### src/rtl/npwl_pkg.sv
package npwl_pkg;
  localparam int unsigned COEF_W = 8;
  localparam int unsigned OFFS_W = 9;
  localparam int unsigned SEG_W  = 3;

  typedef enum logic [1:0] {
    ST_IDLE = 2'd0,
    ST_RUN  = 2'd1,
    ST_FIN  = 2'd2
  } npwl_state_e;
endpackage

### src/rtl/npwl_coef_rom.sv
module npwl_coef_rom
  import npwl_pkg::*;
(
  input  logic [SEG_W-1:0]  seg,
  input  logic              cos_sel,
  output logic [COEF_W-1:0] slope_mag,
  output logic [OFFS_W-1:0] offset
);
  always_comb begin
    slope_mag = '0;
    offset    = '0;
    case ({cos_sel, seg})
      4'h0: begin slope_mag = 8'd234; offset = 9'd256; end
      4'h1: begin slope_mag = 8'd211; offset = 9'd252; end
      4'h2: begin slope_mag = 8'd187; offset = 9'd246; end
      4'h3: begin slope_mag = 8'd166; offset = 9'd238; end
      4'h4: begin slope_mag = 8'd144; offset = 9'd227; end
      4'h5: begin slope_mag = 8'd131; offset = 9'd219; end
      4'h6: begin slope_mag = 8'd116; offset = 9'd208; end
      4'h7: begin slope_mag = 8'd101; offset = 9'd195; end
      4'h8: begin slope_mag = 8'd13;  offset = 9'd0;   end
      4'h9: begin slope_mag = 8'd47;  offset = 9'd4;   end
      4'hA: begin slope_mag = 8'd79;  offset = 9'd12;  end
      4'hB: begin slope_mag = 8'd106; offset = 9'd22;  end
      4'hC: begin slope_mag = 8'd138; offset = 9'd38;  end
      4'hD: begin slope_mag = 8'd162; offset = 9'd53;  end
      4'hE: begin slope_mag = 8'd186; offset = 9'd71;  end
      default: begin slope_mag = 8'd211; offset = 9'd93; end
    endcase
  end
endmodule

### src/rtl/npwl_sng.sv
module npwl_sng #(
  parameter int unsigned  W    = 8,
  parameter int unsigned  TAP  = 0,
  parameter logic [W-1:0] SEED = 8'hA5
) (
  input  logic         clk,
  input  logic         rst_n,
  input  logic         load,
  input  logic         adv,
  input  logic [W-1:0] level,
  output logic         bit_o
);
  logic [W-1:0] lfsr_q, lfsr_d;

  always_comb begin
    lfsr_d = lfsr_q;
    if (load)     lfsr_d = SEED;
    else if (adv) lfsr_d = {lfsr_q[W-2:0], lfsr_q[W-1] ^ lfsr_q[TAP]};
  end

  always_ff @(posedge clk or negedge rst_n) begin
    if (!rst_n) lfsr_q <= SEED;
    else        lfsr_q <= lfsr_d;
  end

  assign bit_o = (lfsr_q < level);
endmodule

### src/rtl/npwl_ones_acc.sv
module npwl_ones_acc #(
  parameter int unsigned CW = 9
) (
  input  logic          clk,
  input  logic          rst_n,
  input  logic          clr,
  input  logic          en,
  input  logic          bit_i,
  output logic [CW-1:0] count
);
  logic [CW-1:0] cnt_d;

  always_comb begin
    cnt_d = count;
    if (clr)              cnt_d = '0;
    else if (en && bit_i) cnt_d = count + 1'b1;
  end

  always_ff @(posedge clk or negedge rst_n) begin
    if (!rst_n) count <= '0;
    else        count <= cnt_d;
  end
endmodule

### src/rtl/npwl_eval.sv
module npwl_eval
  import npwl_pkg::*;
#(
  parameter int unsigned XW     = 8,
  parameter logic [7:0]  SEED_X = 8'hA5,
  parameter logic [7:0]  SEED_A = 8'h3C,
  parameter int unsigned TAP_X  = 0,
  parameter int unsigned TAP_A  = 1
) (
  input  logic          clk,
  input  logic          rst_n,
  input  logic          start,
  input  logic [XW-1:0] x_in,
  input  logic          mode_cos,
  output logic [XW:0]   result,
  output logic          done
);
  localparam int unsigned RW   = XW + 1;
  localparam logic [RW:0] RMAX = {1'b0, {RW{1'b1}}};

  npwl_state_e state_q, state_d;
  logic load, run, fin, busy;
  logic [XW-1:0]     cyc_q;
  logic [XW-1:0]     x_q;
  logic              mode_q;
  logic [COEF_W-1:0] a_q, rom_a;
  logic [OFFS_W-1:0] b_q, rom_b;
  logic              xb, ab, sel_bit;
  logic [RW-1:0]     ones;
  logic [RW-1:0]     res_d;
  logic [RW:0]       sum;

  always_comb begin
    state_d = state_q;
    load = 1'b0;
    run  = 1'b0;
    fin  = 1'b0;
    case (state_q)
      ST_IDLE: if (start) begin load = 1'b1; state_d = ST_RUN; end
      ST_RUN: begin
        run = 1'b1;
        if (cyc_q == '1) state_d = ST_FIN;
      end
      ST_FIN: begin fin = 1'b1; state_d = ST_IDLE; end
      default: state_d = ST_IDLE;
    endcase
  end
  assign busy = (state_q != ST_IDLE);

  npwl_coef_rom u_rom (
    .seg(x_in[XW-1 -: SEG_W]), .cos_sel(mode_cos),
    .slope_mag(rom_a), .offset(rom_b)
  );

  npwl_sng #(.W(XW), .TAP(TAP_X), .SEED(SEED_X)) u_sng_x (
    .clk(clk), .rst_n(rst_n), .load(load), .adv(run), .level(x_q), .bit_o(xb)
  );
  npwl_sng #(.W(COEF_W), .TAP(TAP_A), .SEED(SEED_A)) u_sng_a (
    .clk(clk), .rst_n(rst_n), .load(load), .adv(run), .level(a_q), .bit_o(ab)
  );

  assign sel_bit = mode_q ? ~(xb & ab) : (xb & ab);

  npwl_ones_acc #(.CW(RW)) u_acc (
    .clk(clk), .rst_n(rst_n), .clr(load), .en(run), .bit_i(sel_bit), .count(ones)
  );

  always_comb begin
    sum = {1'b0, b_q} + {1'b0, ones};
    if (mode_q) res_d = (sum > RMAX) ? RMAX[RW-1:0] : sum[RW-1:0];
    else        res_d = (b_q >= ones) ? (b_q - ones) : '0;
  end

  always_ff @(posedge clk or negedge rst_n) begin
    if (!rst_n) begin
      state_q <= ST_IDLE;
      cyc_q   <= '0;
      x_q     <= '0;
      mode_q  <= 1'b0;
      a_q     <= '0;
      b_q     <= '0;
      result  <= '0;
      done    <= 1'b0;
    end else begin
      state_q <= state_d;
      done    <= fin;
      if (load) begin
        x_q    <= x_in;
        mode_q <= mode_cos;
        a_q    <= rom_a;
        b_q    <= rom_b;
        cyc_q  <= '0;
      end else if (run) begin
        cyc_q  <= cyc_q + 1'b1;
      end
      if (fin) result <= res_d;
    end
  end
endmodule

### config.mk
export PLATFORM = sky130hd
export DESIGN_NAME = npwl_eval
export DESIGN_NICKNAME = d
export VERILOG_FILES = /design/src/rtl/npwl_pkg.sv /design/src/rtl/npwl_coef_rom.sv /design/src/rtl/npwl_sng.sv /design/src/rtl/npwl_ones_acc.sv /design/src/rtl/npwl_eval.sv
export SDC_FILE = /design/constraint.sdc
export NUM_CORES = 1
export LEC_CHECK = 0
export ABC_AREA = 1
export CAP_MARGIN = 20
export CORE_ASPECT_RATIO = 2
export CORE_UTILIZATION = 63
export CTS_CLUSTER_SIZE = 20
export DETAILED_ROUTE_END_ITERATION = 10
export GPL_ROUTABILITY_DRIVEN = 1
export PLACE_DENSITY = 0.83
export SYNTH_ARGS = -nofsm -noshare
export SYNTH_HDL_FRONTEND = slang
export SYNTH_SLANG_ARGS = --single-unit
### constraint.sdc
create_clock -name clk -period 5.5 [get_ports clk]
set_clock_uncertainty 0.2 [all_clocks]
set_input_delay 1.375 -clock clk [delete_from_list [all_inputs] [get_ports clk]]
set_output_delay 1.375 -clock clk [all_outputs]
set_load 0.02 [all_outputs]
== Word-level counts from Yosys, hierarchy flattened ==
Memory sizes are Yosys's and may differ from the RTL's. A register that Yosys moved wholly into a read port is not among the register bits.
Cells that the tools add are included.

* Reductions and logical operators: 6
* Bitwise operators: 4
* Magnitude comparators: 4
* Eq/ne operators: 5
* $add $sub $neg: 4
* Muxes and demuxes: 19

{| class="wikitable"
|+ Operator list
! kind !! count
|-
| $mux 8 || 6
|-
| $mux 9 || 5
|-
| $lt 8x8->1 || 2
|-
| $add 9x9->10 || 1
|-
| $gt 10x9->1 const B || 1
|-
| $add 9x1->9 const B || 1
|-
| $ge 9x9->1 || 1
|-
| $sub 9x9->9 || 1
|-
| $add 8x1->8 const B || 1
|-
| $eq 8x8->1 const B || 1
|-
| $mux 1 || 5
|-
| $mux 2 || 2
|-
| $ne 2x2->1 const B || 2
|-
| $pmux 2 s2 || 1
|-
| $reduce_bool 2->1 || 2
|-
| $eq 2x1->1 const B || 1
|-
| $eq 2x2->1 const B || 1
|-
| $logic_not 2->1 || 1
|-
| $reduce_and 2->1 || 1
|-
| $xor 1x1->1 || 2
|-
| $and 1x1->1 || 1
|-
| $logic_and 1x1->1 || 1
|-
| $logic_not 1->1 || 1
|-
| $not 1->1 || 1
|}

* Flip-flop bits (word level): 54
* Bits of input ports: 12
* Memories kept: 1
* Memory bits (read-only): 272
* Logic and storage cells: 52
* Output and inout port bits: 10

{| class="wikitable"
|+ Memory list
! name !! depth !! width !! read ports !! clocked after memory_dff !! write ports !! line !! source
|-
| (no name shown) || 16 || 17 || 1 || 1 || 0 || npwl_coef_rom.sv:12 || <nowiki>case ({cos_sel, seg})</nowiki>
|}

== Longest topological paths before layout ==
* Word-level depth: 7
* Depth in mapped cells: 15
* Mapped depth without buffers: 14

== Cells and area by module ==
A second synthesis with hierarchy kept.

* Cells, all modules: 696
* Area total of the unflattened synthesis: 5017.3 um^2

{| class="wikitable"
|+ Modules (own cells, without submodules)
! module !! area an instance (um^2) !! cells each !! times used !! sequential area each (um^2)
|-
| npwl_eval || 2971.6 || 415 || 1 || 1151.1
|-
| npwl_sng at u_sng_a || 538.0 || 62 || 1 || 205.2
|-
| npwl_ones_acc || 518.0 || 68 || 1 || 225.2
|-
| npwl_sng at u_sng_x || 514.2 || 63 || 1 || 205.2
|-
| npwl_coef_rom || 475.5 || 88 || 1 || 0.0
|}

== Worst setup path after synthesis ==
OpenSTA, ideal clock, no wires.

* Kind: input-to-reg
* From: in x_in[6]
* To: reg a_q[5]
* Required time: 5.168 ns
* Setup time: 0.132 ns
* Slack: 2.984 ns
* Buffers on the path: 0
* Arrival time: 2.184 ns
* Stages on the path: 6
* Path through: inv_1 > ha_1 > o211ai_1 > o31ai_1 > nor2_1 > a21oi_1

{| class="wikitable"
|+ RTL lines
! element !! line !! source
|-
| start: declaration || npwl_eval.sv:13 || <nowiki>input logic [XW-1:0] x_in,</nowiki>
|-
| end: declaration || npwl_eval.sv:26 || <nowiki>logic [COEF_W-1:0] a_q, rom_a;</nowiki>
|}

== Worst setup path after layout ==
* From: in start
* To: reg b_q[3]

* Word-level cells in the longest chain between the ends: 2

{| class="wikitable"
|+ RTL lines
! element !! line !! source
|-
| start: declaration || npwl_eval.sv:12 || <nowiki>input logic start,</nowiki>
|-
| $mux 1 || npwl_eval.sv:39 || <nowiki>ST_IDLE: if (start) begin load = 1'b1; state_d = ST_RUN; end</nowiki>
|-
| $mux 1 || npwl_eval.sv:38 || <nowiki>case (state_q)</nowiki>
|-
| end: declaration || npwl_eval.sv:27 || <nowiki>logic [OFFS_W-1:0] b_q, rom_b;</nowiki>
|}

No other way between the ends.
A chain may end at the register's enable or synchronous reset.

==> summary.txt <==
Finish
  – Register area: 0.00179 mm^2
  – Multi-input logic area: 0.00259 mm^2
  – Post-route insts no fill: 740
  – Antenna Cells: 0
  – Fillers: 563
  – Area growth syn-to-layout: 11.5%
  – Share of cells above drive strength 1: 0.0941
  – Total Nets Final: 700

Clocking
  – Clk_lat worst skew: 0.34 ns
  – Clock sinks: 71
  – Total CTS buffers: 9
  – Post-CTS Hold Buffers: 0
  – Postcts setup bufs: 0
  – PostCTS Resize Cnt: 0
  – Clk buf depth: 2
  – Worst-path clk slew: 0.06 ns
  – CTS tree: built
  – Clk root buf: clkbuf_16
  – Htree depth: 3

Floorplan
  – Die Ht: 126 um
  – Ports: 22
  – Initial Util: 0.659
  – Die area: 0.00803 mm^2
  – Die Wd: 63.9 um
  – Row count: 44
  – Core area: 0.00732 mm^2

STA
  – Fmax: 0.291 GHz
  – Final setup vio count: 0
  – Crit path time final: 3.44 ns
  – Setup TNS: 0 ns
  – Fin. Hold Viols: 0
  – Max_slew headroom: 0.356
  – Worst-Margin Slew: 0.966 ns
  – Period utilisation layout: 0.625
  – RSZ-0062 raised after global routing: false
  – Final Max Slew Viols: 0

Pwr
  – P_leak: 0.00284 uW
  – Pint: 913 uW
  – Comb power frac: 0.035
  – Max rail drop VDD: 0.215 mV
  – Pwr per Cell Area: 215 mW/mm^2
  – Reg power frac: 0.452
  – Sw frac: 0.211
  – Switching power: 243 uW
  – Clock share of power: 0.512

Yosys
  – Ys flop type: dfrtp_1
  – Synth Net Count: 684
  – Register bit total from synthesis: 71
  – Post-synth ARST share: 1.00
  – Avg Cell Area, Syn: 7.69 um^2
  – Synth warn: 0
  – Mapped Area: 0.00482 mm^2
  – Post-synth EDFFs: 0
  – Seq/Total Area, Yosys: 0.370
  – Synth cell types: 46
  – Post-Syn Instances: 627

Global route
  – Initial antenna violation count: 0
  – GRT Resource Usage Total: 0.314
  – Largest net degree at the start of global routing: 45
  – Vias in the first global route: 4213
  – Grt ovf: 0
  – First-pass GRT wire length: 19.3 mm

Setup path
  – WP data required: 5.55 ns
  – Max stage delay on crit path: 0.45 ns
  – Crit path max-delay family: buffers and inverters
  – Crit-path slowest cell: clkdlybuf4s50_1
  – Crit. End Element: flip-flop
  – Crit path kind: primary input to flip-flop
  – FF-to-FF setup slack: 2.96 ns
  – Startpoint types: primary input
  – Crit Path Max Fanout: 38
  – Crit-path cells: clkdlybuf4s50_1 > nand2_1 > nor2_2 > buf_4 > inv_1 > buf_4 > nor2_1 > inv_1 > o221ai_1
  – Buffers plus inverters on the worst setup path: 5
  – Worst Path Arrival: 3.49 ns

Placement
  – Placer Congestion: 0.887
  – DP Wirelength: 8.68 mm
  – IO buf count: 21
  – Dpl cells: 724

Detailed routing
  – Vias per Instance: 5.71
  – Pre-Repair DR Iteration Count: 5
  – Post-DRT Antenna Nets: 0
  – Number of DRC markers in iteration 0: 264
  – Detailed Route WL: 11.5 mm
  – WL per Instance: 15.6 um
  – Via count: 4222
  – DR DRC count: 0

Min path
  – Hold Path Class: flip-flop to flip-flop

Outcome
  – Status: completed

Run
  – Max-cap violations: 0
-- power by group through the flow --
stage	clock (uW)	sequential (uW)	combinational (uW)
6_report	592	523	40.7
5_1_grt	623	523	45.5
4_1_cts	596	523	41.2
3_5_place_dp	0	532	41.0
3_3_place_gp	0	532	40.4
2_1_floorplan	0	532	16.1
-- layout make-up --
| class | count | area share |
|---|---|---|
| clock buffers | 12 | 0.0477 |
| clock inverters | 4 | 0.0100 |
| inverters | 90 | 0.0640 |
| multi-input cells | 446 | 0.481 |
| flip-flops and latches | 71 | 0.332 |
| well taps | 92 | 0.0214 |
| repair buffers | 25 | 0.0437 |
-- placed cells by master (no fill, tap or decap), types with 9 or more instances in the layout --
master and n:
clkbuf_16 9, inv_1 80, clkdlybuf4s50_1 20, o211ai_1 13, nor2_1 30, nand4_1 16
a21oi_1 14, nand3_1 39, dfrtp_1 63, nand2_1 186, ha_1 43, o21ai_0 43
xor2_1 12
-- sequential cells by signal, summed over array words and instances (netlist names) --
| signal | count |
|---|---|
| u_sng_a.lfsr_q | 8 |
| done | 1 |
| result | 9 |
| mode_q | 1 |
| u_sng_x.lfsr_q | 8 |
| b_q | 9 |
| x_q | 8 |
| u_acc.count | 9 |
| a_q | 8 |
| state_q | 2 |
| cyc_q | 8 |
-- logic make-up (layout without fill, tap and decap cells) --
logic type | Yosys count | count (layout) | synth area share
AO/OA/AOI/OAI | 94 | 94 | 0.119
XOR/XNOR | 13 | 13 | 0.0236
adder cells (fa/ha/maj) | 45 | 45 | 0.120
buffers and inverters | 110 | 131 | 0.0936
flip-flops | 71 | 71 | 0.370
AND/OR/NAND/NOR | 294 | 294 | 0.274
-- metal layers --
metal  part of all wire  vias to the layer above  global-route usage
li1                   -                     2051                   -
met1               0.35                     2017               0.302
met2               0.56                      109               0.593
met3              0.028                       45              0.0562
met4              0.059                        0               0.191
met5                  0                        -                   0
-- cells in the mapped netlist, types with 3 or more instances --
library cell,instances,area share
o21ai_0,43,0.045
inv_2,3,0.0023
nand2_1,186,0.14
nand4_1,16,0.021
nand3_1,39,0.040
a21oi_1,14,0.015
clkinv_1,5,0.0039
o211ai_1,13,0.020
nor2_1,31,0.024
inv_1,80,0.062
clkbuf_1,7,0.0054
buf_4,3,0.0047
a21oi_2,4,0.0073
dfstp_2,8,0.044
dfrtp_1,63,0.33
nand3_2,4,0.0083
xor2_1,12,0.022
buf_1,3,0.0023
buf_2,5,0.0052
o21ai_1,4,0.0041
nor3_2,3,0.0062
nand2_2,3,0.0039
o22ai_1,6,0.0078
nor2_2,3,0.0039
ha_1,43,0.11
-- path summary, 6_finish.rpt --
| path | cells after the start | to | from |
|---|---|---|---|
| max in group asynchronous | 2 | cyc_q[6] | rst_n |
| hold reg to reg | 2 | x_q[0] | x_q[0] |
| setup reg to reg | 11 | result[8] | u_acc.count[4] |
| setup / recovery | 9 | b_q[3] | start |
| min in group asynchronous | 1 | b_q[7] | rst_n |
| hold / removal | 2 | x_q[0] | x_q[0] |
-- stage by stage --
| stage | hold slack [ns] | worst slack, ns | cell area, um^2 | utilization | total power [uW] |
|---|---|---|---|---|---|
| 4_1_cts | 0.283 | 2.09 | 5380 | 0.735 | 1160 |
| 2_1_floorplan | 0.242 | 2.98 | 4820 | - | 548 |
| 3_5_place_dp | 0.271 | 1.76 | 5070 | 0.692 | 573 |
| 5_1_grt | 0.308 | 1.86 | 5380 | 0.735 | 1190 |
| 3_3_place_gp | 0.261 | 1.79 | 5070 | 0.692 | 572 |
| 6_report | 0.282 | 2.06 | 5380 | 0.735 | 1160 |
-- worst reg2reg max path, stage by stage, from the launching register on --
cell     delay [ns]
dfrtp_1        0.44
inv_1          0.09
ha_1           0.45
o21ai_1        0.21
a21oi_2        0.23
nand2_4        0.08
a21oi_4        0.28
nand2_1        0.09
nand2_1        0.06
nand2_1        0.15
nand2_1        0.11
nand2_1        0.06
Note: power is estimated with default switching activity, not from simulation.
